File: src/rtl/walk_pkg.sv
package walk_pkg;
  localparam int unsigned PG_SHIFT  = 13;
  localparam int unsigned IDX_W     = 10;
  localparam int unsigned LEVELS    = 3;
  localparam int unsigned PTE_W     = 64;
  localparam int unsigned PA_W      = 64;
  localparam int unsigned VA_W      = PG_SHIFT + IDX_W * LEVELS;
  localparam int unsigned VPN_W     = VA_W - PG_SHIFT;
  localparam int unsigned PPN_W     = PTE_W - PG_SHIFT;
  localparam int unsigned LVL_W     = $clog2(LEVELS);
  localparam int unsigned ENT_SHIFT = $clog2(PTE_W / 8);
  localparam int unsigned TBL_BIT   = 0;
  localparam int unsigned LEAF_BIT  = 1;

  typedef enum logic [1:0] {
    ST_IDLE  = 2'd0,
    ST_ISSUE = 2'd1,
    ST_WAIT  = 2'd2
  } walk_state_e;
endpackage

File: src/rtl/walk_rst_sync.sv
module walk_rst_sync (
  input  logic clk,
  input  logic rst_n_in,
  output logic rst_n_out
);
  logic [1:0] sync_q;

  always_ff @(posedge clk or negedge rst_n_in) begin
    if (!rst_n_in) begin
      sync_q <= 2'b00;
    end else begin
      sync_q <= {sync_q[0], 1'b1};
    end
  end

  assign rst_n_out = sync_q[1];
endmodule

File: src/rtl/walk_addr_gen.sv
module walk_addr_gen
  import walk_pkg::*;
#(
  parameter logic [PA_W-1:0] MEM_LIMIT = 64'h0000_0000_0001_0000
) (
  input  logic [PA_W-1:0]  tbl_base,
  input  logic [VPN_W-1:0] vpn,
  input  logic [LVL_W-1:0] level,
  output logic [PA_W-1:0]  ent_addr,
  output logic             beyond_mem
);
  logic [IDX_W-1:0] idx_at [LEVELS];
  logic [IDX_W-1:0] idx_sel;

  // one index slice per table level
  generate
    for (genvar g = 0; g < LEVELS; g++) begin : g_idx
      assign idx_at[g] = vpn[g*IDX_W +: IDX_W];
    end
  endgenerate

  always_comb begin
    idx_sel = '0;
    for (int i = 0; i < LEVELS; i++) begin
      if (level == LVL_W'(i)) idx_sel = idx_at[i];
    end
  end

  assign ent_addr   = tbl_base + (PA_W'(idx_sel) << ENT_SHIFT);
  assign beyond_mem = (ent_addr >= MEM_LIMIT);
endmodule

File: src/rtl/walk_pte_eval.sv
module walk_pte_eval
  import walk_pkg::*;
(
  input  logic [PTE_W-1:0] pte,
  input  logic [VPN_W-1:0] vpn,
  input  logic [LVL_W-1:0] level,
  output logic             is_leaf,
  output logic             is_table,
  output logic [PA_W-1:0]  next_base,
  output logic [PTE_W-1:0] leaf_pte,
  output logic [PPN_W-1:0] leaf_ppn
);
  logic [PPN_W-1:0] off_at [LEVELS];
  logic [PPN_W-1:0] off_sel;
  logic             unused_vpn_hi;

  // page-granular offset inside a superpage found at level g
  generate
    for (genvar g = 0; g < LEVELS; g++) begin : g_off
      if (g == 0) begin : g_base
        assign off_at[g] = '0;
      end else begin : g_super
        assign off_at[g] = PPN_W'(vpn[g*IDX_W-1:0]);
      end
    end
  endgenerate

  always_comb begin
    off_sel = '0;
    for (int i = 0; i < LEVELS; i++) begin
      if (level == LVL_W'(i)) off_sel = off_at[i];
    end
  end

  assign unused_vpn_hi = ^vpn[VPN_W-1:(LEVELS-1)*IDX_W];

  assign is_leaf   = pte[LEAF_BIT];
  assign is_table  = pte[TBL_BIT];
  assign next_base = PA_W'({pte[PTE_W-1:PG_SHIFT], {PG_SHIFT{1'b0}}});
  assign leaf_ppn  = pte[PTE_W-1:PG_SHIFT] + off_sel;
  assign leaf_pte  = {leaf_ppn, pte[PG_SHIFT-1:0]};
endmodule

File: src/rtl/radix_walker.sv
module radix_walker
  import walk_pkg::*;
#(
  parameter logic [PA_W-1:0] MEM_LIMIT = 64'h0000_0000_0001_0000
) (
  input  logic             clk,
  input  logic             rst_n,
  input  logic             base_wr,
  input  logic [PA_W-1:0]  base_din,
  input  logic             req_valid,
  input  logic [VA_W-1:0]  req_vaddr,
  output logic             busy,
  output logic             mem_req_valid,
  output logic [PA_W-1:0]  mem_req_addr,
  input  logic             mem_rsp_valid,
  input  logic [PTE_W-1:0] mem_rsp_data,
  output logic             done,
  output logic             fault,
  output logic [PTE_W-1:0] res_pte,
  output logic [PPN_W-1:0] res_ppn
);
  logic rst_sn;

  walk_state_e      state_q, state_d;
  logic [LVL_W-1:0] level_q, level_d;
  logic [PA_W-1:0]  base_q,  base_d;
  logic [PA_W-1:0]  ptbr_q,  ptbr_d;
  logic [VPN_W-1:0] vpn_q;
  logic             done_q,  done_d;
  logic             fault_q, fault_d;
  logic [PTE_W-1:0] res_pte_q, res_pte_d;
  logic [PPN_W-1:0] res_ppn_q, res_ppn_d;
  logic             ptbr_en, walk_en, start_en, res_en;

  logic [PA_W-1:0]  ent_addr;
  logic             beyond_mem;
  logic             is_leaf, is_table;
  logic [PA_W-1:0]  next_base;
  logic [PTE_W-1:0] leaf_pte;
  logic [PPN_W-1:0] leaf_ppn;
  logic             unused_lo;

  assign unused_lo = ^{req_vaddr[PG_SHIFT-1:0], base_din[PG_SHIFT-1:0]};

  walk_rst_sync u_rst_sync (
    .clk       (clk),
    .rst_n_in  (rst_n),
    .rst_n_out (rst_sn)
  );

  walk_addr_gen #(
    .MEM_LIMIT (MEM_LIMIT)
  ) u_addr_gen (
    .tbl_base   (base_q),
    .vpn        (vpn_q),
    .level      (level_q),
    .ent_addr   (ent_addr),
    .beyond_mem (beyond_mem)
  );

  walk_pte_eval u_pte_eval (
    .pte       (mem_rsp_data),
    .vpn       (vpn_q),
    .level     (level_q),
    .is_leaf   (is_leaf),
    .is_table  (is_table),
    .next_base (next_base),
    .leaf_pte  (leaf_pte),
    .leaf_ppn  (leaf_ppn)
  );

  // base register: page-aligned on every write
  always_comb begin
    ptbr_en = base_wr;
    ptbr_d  = {base_din[PA_W-1:PG_SHIFT], {PG_SHIFT{1'b0}}};
  end

  // walk sequencing
  always_comb begin
    state_d   = state_q;
    level_d   = level_q;
    base_d    = base_q;
    walk_en   = 1'b0;
    start_en  = 1'b0;
    done_d    = 1'b0;
    fault_d   = 1'b0;
    res_en    = 1'b0;
    res_pte_d = '0;
    res_ppn_d = '0;

    unique case (state_q)
      ST_IDLE: begin
        if (req_valid) begin
          start_en = 1'b1;
          walk_en  = 1'b1;
          level_d  = LVL_W'(LEVELS - 1);
          base_d   = ptbr_q;
          state_d  = ST_ISSUE;
        end
      end
      ST_ISSUE: begin
        if (beyond_mem) begin
          done_d  = 1'b1;
          fault_d = 1'b1;
          res_en  = 1'b1;
          state_d = ST_IDLE;
        end else begin
          state_d = ST_WAIT;
        end
      end
      ST_WAIT: begin
        if (mem_rsp_valid) begin
          if (is_leaf) begin
            done_d    = 1'b1;
            res_en    = 1'b1;
            res_pte_d = leaf_pte;
            res_ppn_d = leaf_ppn;
            state_d   = ST_IDLE;
          end else if (is_table && (level_q != '0)) begin
            walk_en = 1'b1;
            level_d = level_q - 1'b1;
            base_d  = next_base;
            state_d = ST_ISSUE;
          end else begin
            done_d  = 1'b1;
            fault_d = 1'b1;
            res_en  = 1'b1;
            state_d = ST_IDLE;
          end
        end
      end
      default: begin
        state_d = ST_IDLE;
      end
    endcase
  end

  always_ff @(posedge clk or negedge rst_sn) begin
    if (!rst_sn) begin
      state_q   <= ST_IDLE;
      level_q   <= '0;
      base_q    <= '0;
      ptbr_q    <= '0;
      vpn_q     <= '0;
      done_q    <= 1'b0;
      fault_q   <= 1'b0;
      res_pte_q <= '0;
      res_ppn_q <= '0;
    end else begin
      state_q <= state_d;
      done_q  <= done_d;
      fault_q <= fault_d;
      if (ptbr_en) ptbr_q <= ptbr_d;
      if (walk_en) begin
        level_q <= level_d;
        base_q  <= base_d;
      end
      if (start_en) vpn_q <= req_vaddr[VA_W-1:PG_SHIFT];
      if (res_en) begin
        res_pte_q <= res_pte_d;
        res_ppn_q <= res_ppn_d;
      end
    end
  end

  assign busy          = (state_q != ST_IDLE);
  assign mem_req_valid = (state_q == ST_ISSUE) && !beyond_mem;
  assign mem_req_addr  = ent_addr;
  assign done          = done_q;
  assign fault         = fault_q;
  assign res_pte       = res_pte_q;
  assign res_ppn       = res_ppn_q;
endmodule

File: config.mk
export PLATFORM = sky130hd
export DESIGN_NAME = radix_walker
export DESIGN_NICKNAME = d
export VERILOG_FILES = /design/src/rtl/walk_pkg.sv /design/src/rtl/walk_rst_sync.sv /design/src/rtl/walk_addr_gen.sv /design/src/rtl/walk_pte_eval.sv /design/src/rtl/radix_walker.sv
export SDC_FILE = /design/constraint.sdc
export NUM_CORES = 1
export LEC_CHECK = 0
export BUFFER_PORTS_ARGS = -buffer_cell sky130_fd_sc_hd__buf_2
export CORE_MARGIN = 5
export CORE_UTILIZATION = 45
export CTS_CLUSTER_DIAMETER = 150
export DETAILED_ROUTE_END_ITERATION = 8
export MAX_ROUTING_LAYER = met4
export PLACE_DENSITY = 0.71
export SYNTH_ARGS = -nofsm -noshare
export SYNTH_HDL_FRONTEND = slang
export SYNTH_HIERARCHICAL = 1
export SYNTH_SLANG_ARGS = --single-unit
File: constraint.sdc
create_clock -name clk -period 25.7 [get_ports clk]
set_clock_uncertainty 0.2 [all_clocks]
set_input_delay 1.285 -clock clk [delete_from_list [all_inputs] [get_ports clk]]
set_output_delay 1.285 -clock clk [all_outputs]
set_load 0.005 [all_outputs]
-- Word-level counts from Yosys, hierarchy flattened
Index checks and enable logic that the tools add are counted.
- flip-flop bits (word level): 268
- output and inout port bits: 183
- add/subtract/negate cells: 3
- order comparisons: 1
- eq/ne operators: 8
- mux-type cells: 41
- reductions and logical operators: 10
- operators by type and width (operator ; number):
    $mux 64 ; 7
    $mux 51 ; 3
    $pmux 64 s2 ; 1
    $add 64x13->64 ; 1
    $ge 64x17->1 const B ; 1
    $add 51x20->51 ; 1
    $mux 10 ; 4
    $mux 20 ; 1
    $mux 2 ; 7
    $mux 1 ; 13
    $ne 2x2->1 const B ; 4
    $pmux 1 s2 ; 3
    $pmux 2 s3 ; 1
    $reduce_and 6->1 ; 1
    $reduce_bool 2->1 ; 3
    $eq 2x1->1 const B ; 2
    $eq 2x2->1 const B ; 2
    $logic_not 2->1 ; 2
    $pmux 2 s2 ; 1
    $logic_and 1x1->1 ; 2
    $reduce_and 2->1 ; 1
    $sub 2x1->2 const B ; 1
    $logic_not 1->1 ; 1

-- Longest topological paths before layout
- word-level depth: 8
- depth in mapped cells: 21
- mapped depth without buffers: 17

-- Modules after synthesis
Netlist, hierarchy kept.
- modules (own cells, without submodules) (module ; times used ; cells an instance ; area each (µm²)):
    radix_walker ; 1 ; 751 ; 10432.5
    walk_pte_eval ; 1 ; 389 ; 2783.9
    walk_addr_gen ; 1 ; 315 ; 2149.6
    walk_rst_sync ; 1 ; 3 ; 53.8

-- Worst setup path before layout
OpenSTA, ideal clock, no wires.
- kind: reg-to-output
- from: reg level_q[0]
- to: out mem_req_valid
- data arrival time: 4.042 ns
- data required time: 24.215 ns
- slack: 20.173 ns
- stages on the path, launching flop included: 17
- buffers on the path: 2
- cell sequence: dfrtp_1 -> clkbuf_1 -> mux2i_1 -> o21ai_0 -> ha_1 -> fa_1 -> a21o_1 -> a221o_2 -> a22oi_4 -> or3_1 -> buf_4 -> nor3_1 -> xor2_1 -> or4_1 -> nor4_1 -> nand4_1 -> nor2b_1
- cells in the longest elaborated chain, start to end: 8
- elaborated cells between the ends (all ways): 10
- those cells by class: add/sub (1); order compare (1); eq/ne (2); mux (3); reduce/logical (3)
- ends and longest elaborated chain (what ; line ; text):
    from (decl) ; radix_walker.sv:25 ; logic [LVL_W-1:0] level_q, level_d;
    from (signal assigned) ; radix_walker.sv:155 ; level_q <= level_d;
    $logic_not 2->1 ; n/a ;
    $mux 10 (2 in a row) ; walk_addr_gen.sv:25 ; if (level == LVL_W'(i)) idx_sel = idx_at[i];
    $mux 10 (*) ; walk_addr_gen.sv:25 ;
    $add 64x13->64 (*) ; walk_addr_gen.sv:29 ; assign ent_addr = tbl_base + (PA_W'(idx_sel) << ENT_SHIFT);
    net mem_req_addr[51] ; radix_walker.sv:14 ; output logic [PA_W-1:0] mem_req_addr,
    $ge 64x17->1 (*) ; walk_addr_gen.sv:30 ; assign beyond_mem = (ent_addr >= MEM_LIMIT);
    net beyond_mem ; radix_walker.sv:36 ; logic beyond_mem;
    $logic_not 1->1 (*) ; radix_walker.sv:167 ; assign mem_req_valid = (state_q == ST_ISSUE) && !beyond_mem;
    $logic_and 1x1->1 (*) ; radix_walker.sv:167 ;
    to (decl) ; radix_walker.sv:13 ; output logic mem_req_valid,
Mark *: on every way through the listed nets, which the timed path passes. The rest lies on a longest branch.

-- Final worst setup path
- from: reg level_q[0]
- to: out mem_req_valid
- cells in the longest elaborated chain, start to end: 8
- elaborated cells between the ends (all ways): 10
- those cells by class: add/sub (1); order compare (1); eq/ne (2); mux (3); reduce/logical (3)
- ends and longest elaborated chain (what ; line):
    $logic_not 2->1 ; n/a
    $mux 10 (2 in a row) ; walk_addr_gen.sv:25
    $mux 10 (*) ; walk_addr_gen.sv:25
    $add 64x13->64 (*) ; walk_addr_gen.sv:29
    $ge 64x17->1 (*) ; walk_addr_gen.sv:30
    net beyond_mem ; radix_walker.sv:36
    $logic_not 1->1 (*) ; radix_walker.sv:167
    $logic_and 1x1->1 (*) ; radix_walker.sv:167
Marks and branches as above.

==> metrics <==
clock power share 0.265; WP buf/inv 1; CP Class reg2out; TritonRoute pass-1 iters 5; total CTS buffers 29; ranking of synthesized cells by area dfrtp_1 (43%), a22o_1 (7.3%), buf_4 (6.6%); hold-fix buffers at CTS 0; Internal Power approximately 1.0 mW; CTS Buffer Depth 3; final worst path period share 0.289; Area Growth Syn to Fin 13.1%; Worst Setup Start Kind flip-flop; unrepaired setup endpoints after global routing false; detailed-route DRC error count 0; final RePlAce weighted congestion around 0.94; syn avg cell area 10.6 um^2; Fmax between 100 and 150 MHz; Die Ht around 200 um; CP arrival around 6 ns; drt wl/cell 22.6 um; Clock Sinks 268; PnR worst setup slack 18.26 ns; Mapped Area 0.0154 mm^2; Hold Fails Final Rpt 0; endpoints failing setup 0; switching portion of total power 0.389; Reg power frac 0.362; remaining global-route overflow 0; Iteration-0 DRC Markers approximately 1.1k; Leakage approximately 8.5 nW; crit-path leading delay family simple AND/OR/NAND/NOR gates; initial core utilization 0.458; register area share after synthesis 0.435; Post-DRT Antenna Nets 0; pre-CTS setup slack about 19 ns; crit-path max FO 15; top-area cell type share of the netlist area 0.435; CTS tree yes; global-route wire length before repair between 70000 and 80000 um; Req. time, crit path about 24 ns; Buffers on Ports approximately 330; antenna violations before repair 8; worst-margin pin slew around 1.2 ns; Die Area roughly 0.038 mm^2; CTS Root Cell clkbuf_16; Slowest-stage cell, CP a2111oi_2; PD cells approximately 94 mW/mm^2; CP cell instances nor2b_1, nand2_1, o21ai_0, ha_1, nand2_1, nor2_1, o211ai_2, a2111oi_2, xor2_1, or4_1, nor4_1, nand4_1, nor2b_1, buf_2; run status completed; Worst slew margin 0.188; EDFF count, synth 0; FF+latch count, synth around 270; setup_tns 0 ns; vias per cell roughly 5.9; Synth async-reset ratio 1.00; Psw 0.637 mW; Cells after Synth around 1.5k; Max rail drop VDD 0.0000613 V; Layout Nets around 1.8k; Yosys Warn Count 6; number of global-route vias before repair 12.3k; Gates resized, CTS repair 0; Final Slew Violations 0; setup repair bufs after CTS 0; Min-Delay Path Class reg2reg; most frequent cells in the layout buf_2 (332), dfrtp_1 (267), nand2_1 (159), a22o_1 (128), xnor2_1 (59); # rows 67; Synth Area in Adders 0.0310; dpl hpwl 35700 um; gr usage total 0.247; compound-cell area share of the yosys netlist 0.193; Clock Latency Late Sink between 0.5 and 0.6 ns; Post-Route WL roughly 48000 um; CP Capture Type output port; layout cell share with drive strength beyond 1 0.314; DR vias 12.5k; Clk pin slew, worst setup/hold paths about 0.06 ns; Final Power 1.64 mW; largest family of logic cells by synthesized area compound AO/OA/AOI/OAI gates; Logic pwr share 0.373; largest net degree at the start of global routing 83; simple-gate share of the synthesized area 0.138; Most used DFF post-synth dfrtp_1; commonest non-fill, non-tap cell in the layout buf_2; Core Footprint around 0.034 mm^2; I/O Pins between 300 and 400; CP peak stage delay a little over 1 ns; fin crit period 7.44 ns; dominant cell type by area after synthesis dfrtp_1; Cell variety after synth 83; XOR/XNOR Fraction of Synth Area 0.0618; H-Tree Depth 1; die width ~200 um; multiplexer share of the synthesized area 0.0464; max cap viols 0
==> cells in the mapped netlist, drive strengths merged (28+ instances only) <==
master,n
xnor2,60
a21oi,28
and2,30
mux2,52
ha,35
a221o,51
nor2,36
nand3,40
xor2,48
a22o,128
o21ai,29
dfrtp,268
a32o,50
clkbuf,46
buf,166
nand2,159
nand4,28
==> power by group through the flow <==
stage / registers, mW / clock network, mW / logic, mW
after floorplan: 0.567 / 0 / 0.477
after global placement: 0.595 / 0 / 0.591
after detailed placement: 0.598 / 0 / 0.604
after CTS: 0.591 / 0.444 / 0.609
after global routing: 0.605 / 0.460 / 0.668
final: 0.593 / 0.434 / 0.610
==> state kept, by name (all words and copies together), names as in the netlist <==
signal             count
base_q                64
done                   1
fault                  1
level_q                2
ptbr_q                51
res_ppn               51
res_pte               64
state_q                2
u_rst_sync/sync_q      2
vpn_q                 30
==> cells by family after synthesis <==
family,count (synthesis)
compound gates,339
xor+xnor,108
mux,65
flops,268
buf+inv,232
other cells,2
simple gates,407
fa+ha+maj,37
==> layout make-up <==
| type | instances | area, um^2 |
|---|---|---|
| timing repair buffer | 345 | 1760 |
| clock buffer | 35 | 778 |
| fill | 3085 | 16300 |
| antenna | 9 | 22.5 |
| inverter | 20 | 75.1 |
| clock inverter | 17 | 209 |
| tap | 448 | 561 |
| sequential | 268 | 6710 |
| multi-input combinational | 970 | 7330 |
==> final timing paths <==
kind                                            from                   end  slack, ns  cells after the start
worst min register to register  u_rst_sync/sync_q[0]  u_rst_sync/sync_q[1]       0.16                      0
worst max-delay path                      level_q[0]         mem_req_valid      18.26                     14
worst max register to register            level_q[0]           res_ppn[25]      18.65                     17
worst min-delay path            u_rst_sync/sync_q[0]  u_rst_sync/sync_q[1]       0.16                      0
min in group asynchronous       u_rst_sync/sync_q[1]            ptbr_q[40]       0.17                      0
max in group asynchronous       u_rst_sync/sync_q[1]           res_ppn[33]      22.87                      2
==> metal layers <==
metal,share of wire,global-route usage
met1,0.45,0.352
met2,0.45,0.367
met3,0.069,0.0360
met4,0.033,0.0745
met5,0,-
==> metrics by stage <==
stage               hold slack (ns)   util  std cells  area (um^2)
floorplan                     0.131      -       1470        15500
global placement              0.141  0.488       2051        16400
detailed placement            0.136  0.488       2051        16400
CTS                           0.162  0.517       2103        17400
global route                  0.164  0.518       2111        17400
finish                        0.159  0.518       2112        17400
Note: power is estimated with default switching activity, not from simulation.
